`config.mk`:
```
export PLATFORM = sky130hd
export DESIGN_NAME = irq_event_unit
export DESIGN_NICKNAME = d
export VERILOG_FILES = /design/src/rtl/irq_unit_pkg.sv /design/src/rtl/irq_sticky_bit.sv /design/src/rtl/irq_mask_reg.sv /design/src/rtl/irq_read_mux.sv /design/src/rtl/irq_event_unit.sv
export SDC_FILE = /design/constraint.sdc
export NUM_CORES = 1
export LEC_CHECK = 0
export ABC_AREA = 1
export BUFFER_PORTS_ARGS = -buffer_cell sky130_fd_sc_hd__buf_2
export CAP_MARGIN = 10
export CORE_UTILIZATION = 29
export CTS_CLUSTER_DIAMETER = 30
export CTS_CLUSTER_SIZE = 28
export DETAILED_ROUTE_END_ITERATION = 16
export GPL_TIMING_DRIVEN = 0
export PLACE_DENSITY_LB_ADDON = 0.25
export SLEW_MARGIN = 20
export SYNTH_ARGS = -nofsm -noshare
export SYNTH_HDL_FRONTEND = slang
export SYNTH_SLANG_ARGS = --single-unit
```
`constraint.sdc`:
```
create_clock -name clk -period 0.85 [get_ports clk]
set_input_delay 0.085 -clock clk [delete_from_list [all_inputs] [get_ports clk]]
set_output_delay 0.085 -clock clk [all_outputs]
set_load 0.02 [all_outputs]
```
`src/rtl/irq_unit_pkg.sv`:
```
package irq_unit_pkg;
   localparam int unsigned SRC_COUNT    = 10;
   localparam int unsigned OFF_STATUS   = 'h10;
   localparam int unsigned OFF_MASK     = 'h20;
   localparam int unsigned OFF_ENABLE   = 'h24;
   localparam int unsigned OFF_DISABLE  = 'h28;
   // positions that carry an event; position 8 is a hole
   localparam logic [SRC_COUNT-1:0] SRC_PRESENT = 10'h2FF;

   localparam int unsigned EV_DONE      = 0;
   localparam int unsigned EV_THRESHOLD = 1;
   localparam int unsigned EV_NO_ACK    = 2;
   localparam int unsigned EV_TIMEOUT   = 3;
   localparam int unsigned EV_TGT_READY = 4;
   localparam int unsigned EV_RX_OVER   = 5;
   localparam int unsigned EV_TX_OVER   = 6;
   localparam int unsigned EV_RX_UNDER  = 7;
   localparam int unsigned EV_ARB_LOSS  = 9;
endpackage

```
`src/rtl/irq_sticky_bit.sv`:
```
module irq_sticky_bit (
   input  logic clk,
   input  logic rst_n,
   input  logic set_i,
   input  logic clr_i,
   output logic q_o
);
   // set has priority over clear
   always_ff @(posedge clk) begin
      if (!rst_n)      q_o <= 1'b0;
      else if (set_i)  q_o <= 1'b1;
      else if (clr_i)  q_o <= 1'b0;
   end
endmodule

```
`src/rtl/irq_mask_reg.sv`:
```
module irq_mask_reg #(
   parameter int unsigned          NUM_SRC   = 10,
   parameter logic [NUM_SRC-1:0]   SRC_VALID = '1
) (
   input  logic               clk,
   input  logic               rst_n,
   input  logic               set_we,
   input  logic               clr_we,
   input  logic [NUM_SRC-1:0] bits_i,
   output logic [NUM_SRC-1:0] mask_o
);
   logic [NUM_SRC-1:0] set_v, clr_v;

   assign set_v = set_we ? bits_i : '0;
   assign clr_v = clr_we ? bits_i : '0;

   always_ff @(posedge clk) begin
      if (!rst_n) mask_o <= '0;
      else        mask_o <= ((mask_o | set_v) & ~clr_v) & SRC_VALID;
   end
endmodule

```
`src/rtl/irq_read_mux.sv`:
```
module irq_read_mux #(
   parameter int unsigned        ADDR_W  = 8,
   parameter int unsigned        DATA_W  = 32,
   parameter int unsigned        NUM_SRC = 10,
   parameter logic [ADDR_W-1:0]  A_STAT  = 8'h10,
   parameter logic [ADDR_W-1:0]  A_MASK  = 8'h20
) (
   input  logic [ADDR_W-1:0]  addr_i,
   input  logic [NUM_SRC-1:0] status_i,
   input  logic [NUM_SRC-1:0] mask_i,
   output logic [DATA_W-1:0]  rdata_o
);
   // write-only and unmapped addresses fall to zero
   always_comb begin
      rdata_o = '0;
      if (addr_i == A_STAT)      rdata_o = DATA_W'(status_i);
      else if (addr_i == A_MASK) rdata_o = DATA_W'(mask_i);
   end
endmodule

```
`src/rtl/irq_event_unit.sv`:
```
module irq_event_unit #(
   parameter int unsigned                NUM_SRC   = irq_unit_pkg::SRC_COUNT,
   parameter int unsigned                ADDR_W    = 8,
   parameter int unsigned                DATA_W    = 32,
   parameter logic [NUM_SRC-1:0]         SRC_VALID = irq_unit_pkg::SRC_PRESENT
) (
   input  logic               clk,
   input  logic               rst_n,
   input  logic [NUM_SRC-1:0] evt_i,
   input  logic [ADDR_W-1:0]  bus_addr,
   input  logic               bus_we,
   input  logic [DATA_W-1:0]  bus_wdata,
   output logic [DATA_W-1:0]  bus_rdata,
   output logic               irq_o
);
   localparam logic [ADDR_W-1:0] A_STAT = ADDR_W'(irq_unit_pkg::OFF_STATUS);
   localparam logic [ADDR_W-1:0] A_MASK = ADDR_W'(irq_unit_pkg::OFF_MASK);
   localparam logic [ADDR_W-1:0] A_EN   = ADDR_W'(irq_unit_pkg::OFF_ENABLE);
   localparam logic [ADDR_W-1:0] A_DIS  = ADDR_W'(irq_unit_pkg::OFF_DISABLE);

   if (NUM_SRC > DATA_W) begin : g_chk_width
      $error("irq_event_unit: NUM_SRC exceeds DATA_W");
   end
   if (ADDR_W < 6) begin : g_chk_addr
      $error("irq_event_unit: ADDR_W too narrow for the register offsets");
   end

   logic [NUM_SRC-1:0] status_q;
   logic [NUM_SRC-1:0] mask_q;
   logic [NUM_SRC-1:0] wbits;
   logic               wr_stat, wr_en, wr_dis;

   assign wbits   = bus_wdata[NUM_SRC-1:0];
   assign wr_stat = bus_we && (bus_addr == A_STAT);
   assign wr_en   = bus_we && (bus_addr == A_EN);
   assign wr_dis  = bus_we && (bus_addr == A_DIS);

   if (DATA_W > NUM_SRC) begin : g_wide
      logic unused_wdata_hi;
      assign unused_wdata_hi = ^bus_wdata[DATA_W-1:NUM_SRC];
   end

   logic unused_evt_holes;
   assign unused_evt_holes = ^(evt_i & ~SRC_VALID) ^ ^(wbits & ~SRC_VALID);

   for (genvar i = 0; i < NUM_SRC; i++) begin : g_src
      if (SRC_VALID[i]) begin : g_live
         irq_sticky_bit u_bit (
            .clk   (clk),
            .rst_n (rst_n),
            .set_i (evt_i[i]),
            .clr_i (wr_stat && wbits[i]),
            .q_o   (status_q[i])
         );
      end else begin : g_hole
         assign status_q[i] = 1'b0;
      end
   end

   irq_mask_reg #(.NUM_SRC(NUM_SRC), .SRC_VALID(SRC_VALID)) u_mask (
      .clk    (clk),
      .rst_n  (rst_n),
      .set_we (wr_en),
      .clr_we (wr_dis),
      .bits_i (wbits),
      .mask_o (mask_q)
   );

   irq_read_mux #(
      .ADDR_W(ADDR_W), .DATA_W(DATA_W), .NUM_SRC(NUM_SRC),
      .A_STAT(A_STAT), .A_MASK(A_MASK)
   ) u_rd (
      .addr_i   (bus_addr),
      .status_i (status_q),
      .mask_i   (mask_q),
      .rdata_o  (bus_rdata)
   );

   always_ff @(posedge clk) begin
      if (!rst_n) irq_o <= 1'b0;
      else        irq_o <= |(status_q & mask_q);
   end
endmodule

```
==> flow_summary.json, run 1 <==
{
  "hold_viol_final": 0,
  "p_clk_frac": 0.316,
  "totalWireLength_um": 3440,
  "ys_types": 21,
  "synthDominantAreaCellType": "dfxtp_1",
  "wl_per_cell_um": 11.3,
  "finClkSkew_ps": 1.97,
  "synthTopCellsByArea": "dfxtp_1, nand2_1, buf_4",
  "crit_path_start_kind": "input pin",
  "critPathMaxStageDelay_ps": 160,
  "core_sq_um": 3970,
  "cap_violations": 0,
  "cp.arrival_ps": 1070,
  "netlist_area_sq_um": 1200,
  "area_growth_pct": 64.3,
  "tritoncts": "done",
  "antenna_found_initial": 0,
  "p_int_w": 0.00145,
  "dpl.cell_count": 286,
  "routed.top_layer": "met4",
  "synth_top_cells_by_count": "nand2_1, buf_4, a21oi_1, dfxtp_1",
  "min_path_type": "input pin to register",
  "dieArea_sq_um": 4390,
  "drtAntennaViolNets": 0,
  "grt_pass1_vias": 1146,
  "crit_type": "input pin to primary output",
  "grt_use_total": 0.159,
  "fin_tns_setup_ps": -3170,
  "cts.sinks": 19,
  "clock_latency_ps": 260,
  "htree_levels": 1,
  "rsz0062_at_grt": "true",
  "powerDensity_nw_per_um2": 1030,
  "p_sw_w": 0.000579,
  "diodes": 0,
  "numCtsBuffers": 3,
  "syn_inst": 177,
  "met3WireLength_um": 183,
  "switching_share": 0.286,
  "slowest_stage": "buf_12",
  "nNetsFinal": 308,
  "die_y_um": 66.3,
  "wl_met1_um": 1590,
  "hold_buffers": 0,
  "combinationalPowerShare": 0.215,
  "whs_ps": 46.5,
  "cts_buffer_depth": 2,
  "overflow": 0,
  "drtPass1Iterations": 4,
  "setup_slack_ps": -305,
  "dr_wl_met2_um": 1640,
  "num_vias": 1297,
  "rows": 23,
  "drc": 0,
  "yosysWarnings": 0,
  "violations": "setup timing",
  "hpwl_um": 2240,
  "period_needed_ps": 1160,
  "clk_pin_slew_worst_paths_ps": 70,
  "synthArstFlopShare": 0,
  "synth-seq-area-share": 0.317,
  "grt_max_degree": 12,
  "path_buf_inv": 3,
  "portBuffers": 37,
  "setup_viol_count_final": 19,
  "leakage_nw": 0.916,
  "yosysMostFrequentCell": "nand2_1",
  "crit_path_max_fanout": 6,
  "synth_seq_cells": 19,
  "root_buffer": "clkbuf_8",
  "gp_congestion": 0.762,
  "max_freq_ghz": 0.865,
  "syn_area_per_cell_sq_um": 6.77,
  "status": "finished, violations left",
  "layout-drive-gt1-share": 0.441,
  "fp.dieW_um": 66.3,
  "synthFlopType": "dfxtp_1",
  "drv_slew": 0,
  "endpoint_kind": "primary output",
  "synth_top_area_frac": 0.317,
  "ios": 86,
  "fin_cells": 304,
  "drtIter0Drc": 37,
  "via_per_inst": 4.27,
  "period_share": 1.36,
  "path_cells": "buf_6 > nor2_4 > nand2_2 > nor2_4 > nand3_4 > buf_12 > o21ai_4 > buf_6",
  "utilization": 0.496,
  "seqPwrFrac": 0.469,
  "synth_edf_count": 0,
  "initial_utilization": 0.302,
  "irDropWorstVdd_mv": 0.706,
  "grt_pass1_wl_um": 5200,
  "cp_top_family": "simple AND/OR/NAND/NOR gates",
  "required_ps": 760
}
[state kept, by name (all words and copies together), names as in the netlist]
name	flops
g_src.g_live.u_bit.q_o	9
irq_o	1
u_mask.mask_o	9
[worst paths after layout]
check / from / end / depth (start not counted) / slack (ps)
min: evt_i[0] / g_src[0].g_live.u_bit.q_o$_SDFFE_PN0P_ / 3 / 50
max: bus_addr[7] / bus_rdata[2] / 8 / -310
max reg2reg: g_src[5].g_live.u_bit.q_o$_SDFFE_PN0P_ / irq_o$_SDFF_PN0_ / 4 / 40
min reg2reg: u_mask.mask_o[3]$_SDFF_PN0_ / u_mask.mask_o[3]$_SDFF_PN0_ / 2 / 460
[area by class of cell]
type / instances / area (sq um)
Clock buffer: 3 / 41.3
Fill cell: 402 / 2000
Buffer: 26 / 204
Sequential cell: 19 / 389
Multi-Input combinational cell: 135 / 782
Inverter: 20 / 75.1
Tap cell: 50 / 62.6
Clock inverter: 1 / 5.00
Timing Repair Buffer: 50 / 410
[placed cells by master, fill, tap and decap left out, drive strengths merged, types with 2 or more instances in the layout]
| cell | n |
|---|---|
| dfxtp | 19 |
| conb | 23 |
| buf | 75 |
| o21ai | 9 |
| clkinv | 2 |
| nand3 | 19 |
| inv | 19 |
| a21oi | 19 |
| nand2 | 51 |
| nand4 | 3 |
| clkbuf | 4 |
| nor2 | 9 |
[power groups by stage]
stage | Combinational [W] | Clock [W] | Sequential [W]
after detailed placement | 0.000388 | 0 | 0.000965
after floorplan | 0.000275 | 0 | 0.000959
final | 0.000436 | 0.000639 | 0.000950
after global placement | 0.000385 | 0 | 0.000965
after global routing | 0.000477 | 0.000699 | 0.000955
after CTS | 0.000423 | 0.000662 | 0.000944
[per-layer routing]
layer,global-route usage,vias up
met1,0.213,575
met5,0,-
met2,0.263,43
met4,0.0532,0
li1,-,675
met3,0.0155,4
[worst reg2reg max path, cell delays in order, from the launching register on]
cell	delay, ps
dfxtp_2	330
nand2_1	60
nand4_1	110
nor2_1	120
a21oi_1	80
[metrics by stage]
step           setup WS, ps  power, W  cell area (sq um)
2_1_floorplan          -241   0.00123               1410
3_3_place_gp           -676   0.00135               1660
3_5_place_dp           -673   0.00135               1660
4_1_cts                -282   0.00203               1900
5_1_grt                -361   0.00213               1970
6_report               -305   0.00203               1970
[timing repair]
item,4_1_cts,5_1_grt
pin swaps,12,16
endpoints found under the setup margin,19,29
resized for setup,28,13
buffers inserted,10,3
gates cloned,1,1
[logic make-up (layout without fill, tap and decap cells)]
| group | Yosys count | in the layout | share of synthesized area |
|---|---|---|---|
| AOI/OAI and AO/OA | 28 | 28 | 0.117 |
| and+or+nand+nor | 83 | 84 | 0.338 |
| DFF | 19 | 19 | 0.317 |
| buffers and inverters | 46 | 100 | 0.224 |
| other | 1 | 23 | 0.00313 |
No activity file was read; power rests on OpenSTA's default activity.
==> inputs of run 2 (changes only) <==
--- a/config.mk
+++ b/config.mk
@@ -14,6 +14,7 @@
 export DETAILED_ROUTE_END_ITERATION = 16
 export GPL_TIMING_DRIVEN = 0
 export PLACE_DENSITY_LB_ADDON = 0.25
+export SKIP_CTS_REPAIR_TIMING = 1
 export SLEW_MARGIN = 20
 export SYNTH_ARGS = -nofsm -noshare
 export SYNTH_HDL_FRONTEND = slang
==> run 2 against run 1 <==
  * The flow still finishes with violations (setup timing)
  * Routed wire length up 0.70%
  * Register-to-register slack about the same
  * Final cell count up 0.33%
  * First-iteration DRC count up 46%
  * Count of clock-buffer cells in the layout unchanged
  * Flip-flop and latch count unchanged
  * Maximum frequency down 1.3%
==> flow_summary.json, run 2 (synthesis results as in run 1) <==
{
  "area_growth_pct": 70.3,
  "hold_start": "evt_i[5]",
  "drtIter0Drc": 54,
  "max_freq_ghz": 0.854,
  "layout-drive-gt1-share": 0.478,
  "crit_path_start": "bus_addr[2]",
  "combinationalPowerShare": 0.212,
  "irDropWorstVdd_mv": 0.661,
  "setup_slack_ps": -320,
  "tritoncts": "done",
  "mostFrequentLayoutCells": "nand2_1, buf_4, buf_2, conb_1",
  "crit_type": "input pin to primary output",
  "p_int_w": 0.00144,
  "grt_use_total": 0.145,
  "num_vias": 1321,
  "portBuffers": 37,
  "ios": 86,
  "path_cells": "buf_2 > nor2_4 > nand2_4 > nor2_8 > clkbuf_16 > nand2_4 > o21ai_4 > buf_6",
  "finClkSkew_ps": 2.52,
  "crit_path_max_fanout": 7,
  "drtAntennaViolNets": 0,
  "htree_levels": 1,
  "cts_buffer_depth": 2,
  "final_common_cell": "nand2_1",
  "fp.dieW_um": 66.3,
  "worstRegToRegCells": 4,
  "top_regs": "g_src.g_live.u_bit.q_o (9), u_mask.mask_o (9), irq_o (1)",
  "cts.sinks": 19,
  "leakage_nw": 0.987,
  "crit_top_cell": "nand2_4",
  "core_sq_um": 3970,
  "via_per_inst": 4.33,
  "min_path_type": "input pin to register",
  "drv_slew": 0,
  "powerDensity_nw_per_um2": 996,
  "initial_utilization": 0.302,
  "seqPwrFrac": 0.472,
  "crit_path_start_kind": "input pin",
  "gp_congestion": 0.762,
  "reg2reg_from": "g_src[5].g_live.u_bit.q_o$_SDFFE_PN0P_",
  "status": "finished, violations left",
  "wl_per_cell_um": 11.4,
  "violations": "setup timing",
  "p_sw_w": 0.000593,
  "p_clk_frac": 0.316,
  "switching_share": 0.292,
  "period_share": 1.38,
  "cp.arrival_ps": 1090,
  "slowest_stage": "nor2_8",
  "drtPass1Iterations": 6,
  "clock_latency_ps": 260,
  "clk_pin_slew_worst_paths_ps": 70,
  "diodes": 0,
  "setup_viol_count_final": 21,
  "grt_pass1_vias": 1072,
  "totalWireLength_um": 3460,
  "dieArea_sq_um": 4390,
  "whs_ps": 50.7,
  "drc": 0,
  "hold_viol_final": 0,
  "grt_max_degree": 12,
  "required_ps": 760,
  "nNetsFinal": 309,
  "cap_violations": 0,
  "pre_cts_ws_ps": -673,
  "root_buffer": "clkbuf_8",
  "hpwl_um": 2240,
  "nFillCells": 393,
  "period_needed_ps": 1170,
  "hold_path_depth": 3,
  "rows": 23,
  "die_y_um": 66.3,
  "overflow": 0,
  "numCtsBuffers": 3,
  "grt_pass1_wl_um": 4750,
  "rsz0062_at_grt": "true",
  "critPathMaxStageDelay_ps": 190,
  "antenna_found_initial": 0,
  "endpoint_kind": "primary output"
}
run 2: worst paths after layout:
path / endpoint / slack [ps]
setup reg to reg: irq_o$_SDFF_PN0_ / 40
hold / removal: g_src[5].g_live.u_bit.q_o$_SDFFE_PN0P_ / 50
setup / recovery: bus_rdata[9] / -320
hold reg to reg: irq_o$_SDFF_PN0_ / 470
run 2: critical path, delay by kind of cell:
kind                   cells  cell delay, ps
AOI/OAI and AO/OA          1              50
buffers and inverters      3             440
and+or+nand+nor            4             500
run 2: metal layers:
layer	share of wire	vias up	GRT usage	wire [um]
li1	-	678	-	-
met1	0.45	593	0.192	1580
met2	0.47	46	0.239	1630
met3	0.064	4	0.0207	221
met4	0.0092	0	0.0505	32
met5	0	-	0	0
run 2: per-stage QoR:
stage | instance area (sq um) | std cells | utilization | setup TNS [ps] | power [W]
finish | 2040 | 305 | 0.514 | -3330 | 0.00203
global route | 2040 | 305 | 0.514 | -4610 | 0.00214
CTS | 1710 | 290 | 0.430 | -6560 | 0.00199
detailed placement | 1660 | 286 | 0.418 | -10700 | 0.00135
global placement | 1660 | 286 | 0.418 | -10760 | 0.00135
floorplan | 1410 | 199 | - | -2090 | 0.00123
run 2: power by group through the flow:
stage               clock (W)  sequential, W  combinational [W]
floorplan                   0       0.000959           0.000275
global placement            0       0.000965           0.000385
detailed placement          0       0.000965           0.000388
CTS                  0.000662       0.000944           0.000389
global route         0.000708       0.000963           0.000470
finish               0.000643       0.000958           0.000431
run 2: cell type report:
cell class / count / area, sq um / area share
buffer: 26 / 204 / 0.0999
clock buffer: 3 / 41.3 / 0.0202
clock inverter: 1 / 5.00 / 0.00245
inverter: 20 / 75.1 / 0.0368
multi-input combinational: 135 / 840 / 0.411
sequential: 19 / 387 / 0.189
tap: 50 / 62.6 / 0.0307
timing repair buffer: 51 / 427 / 0.209
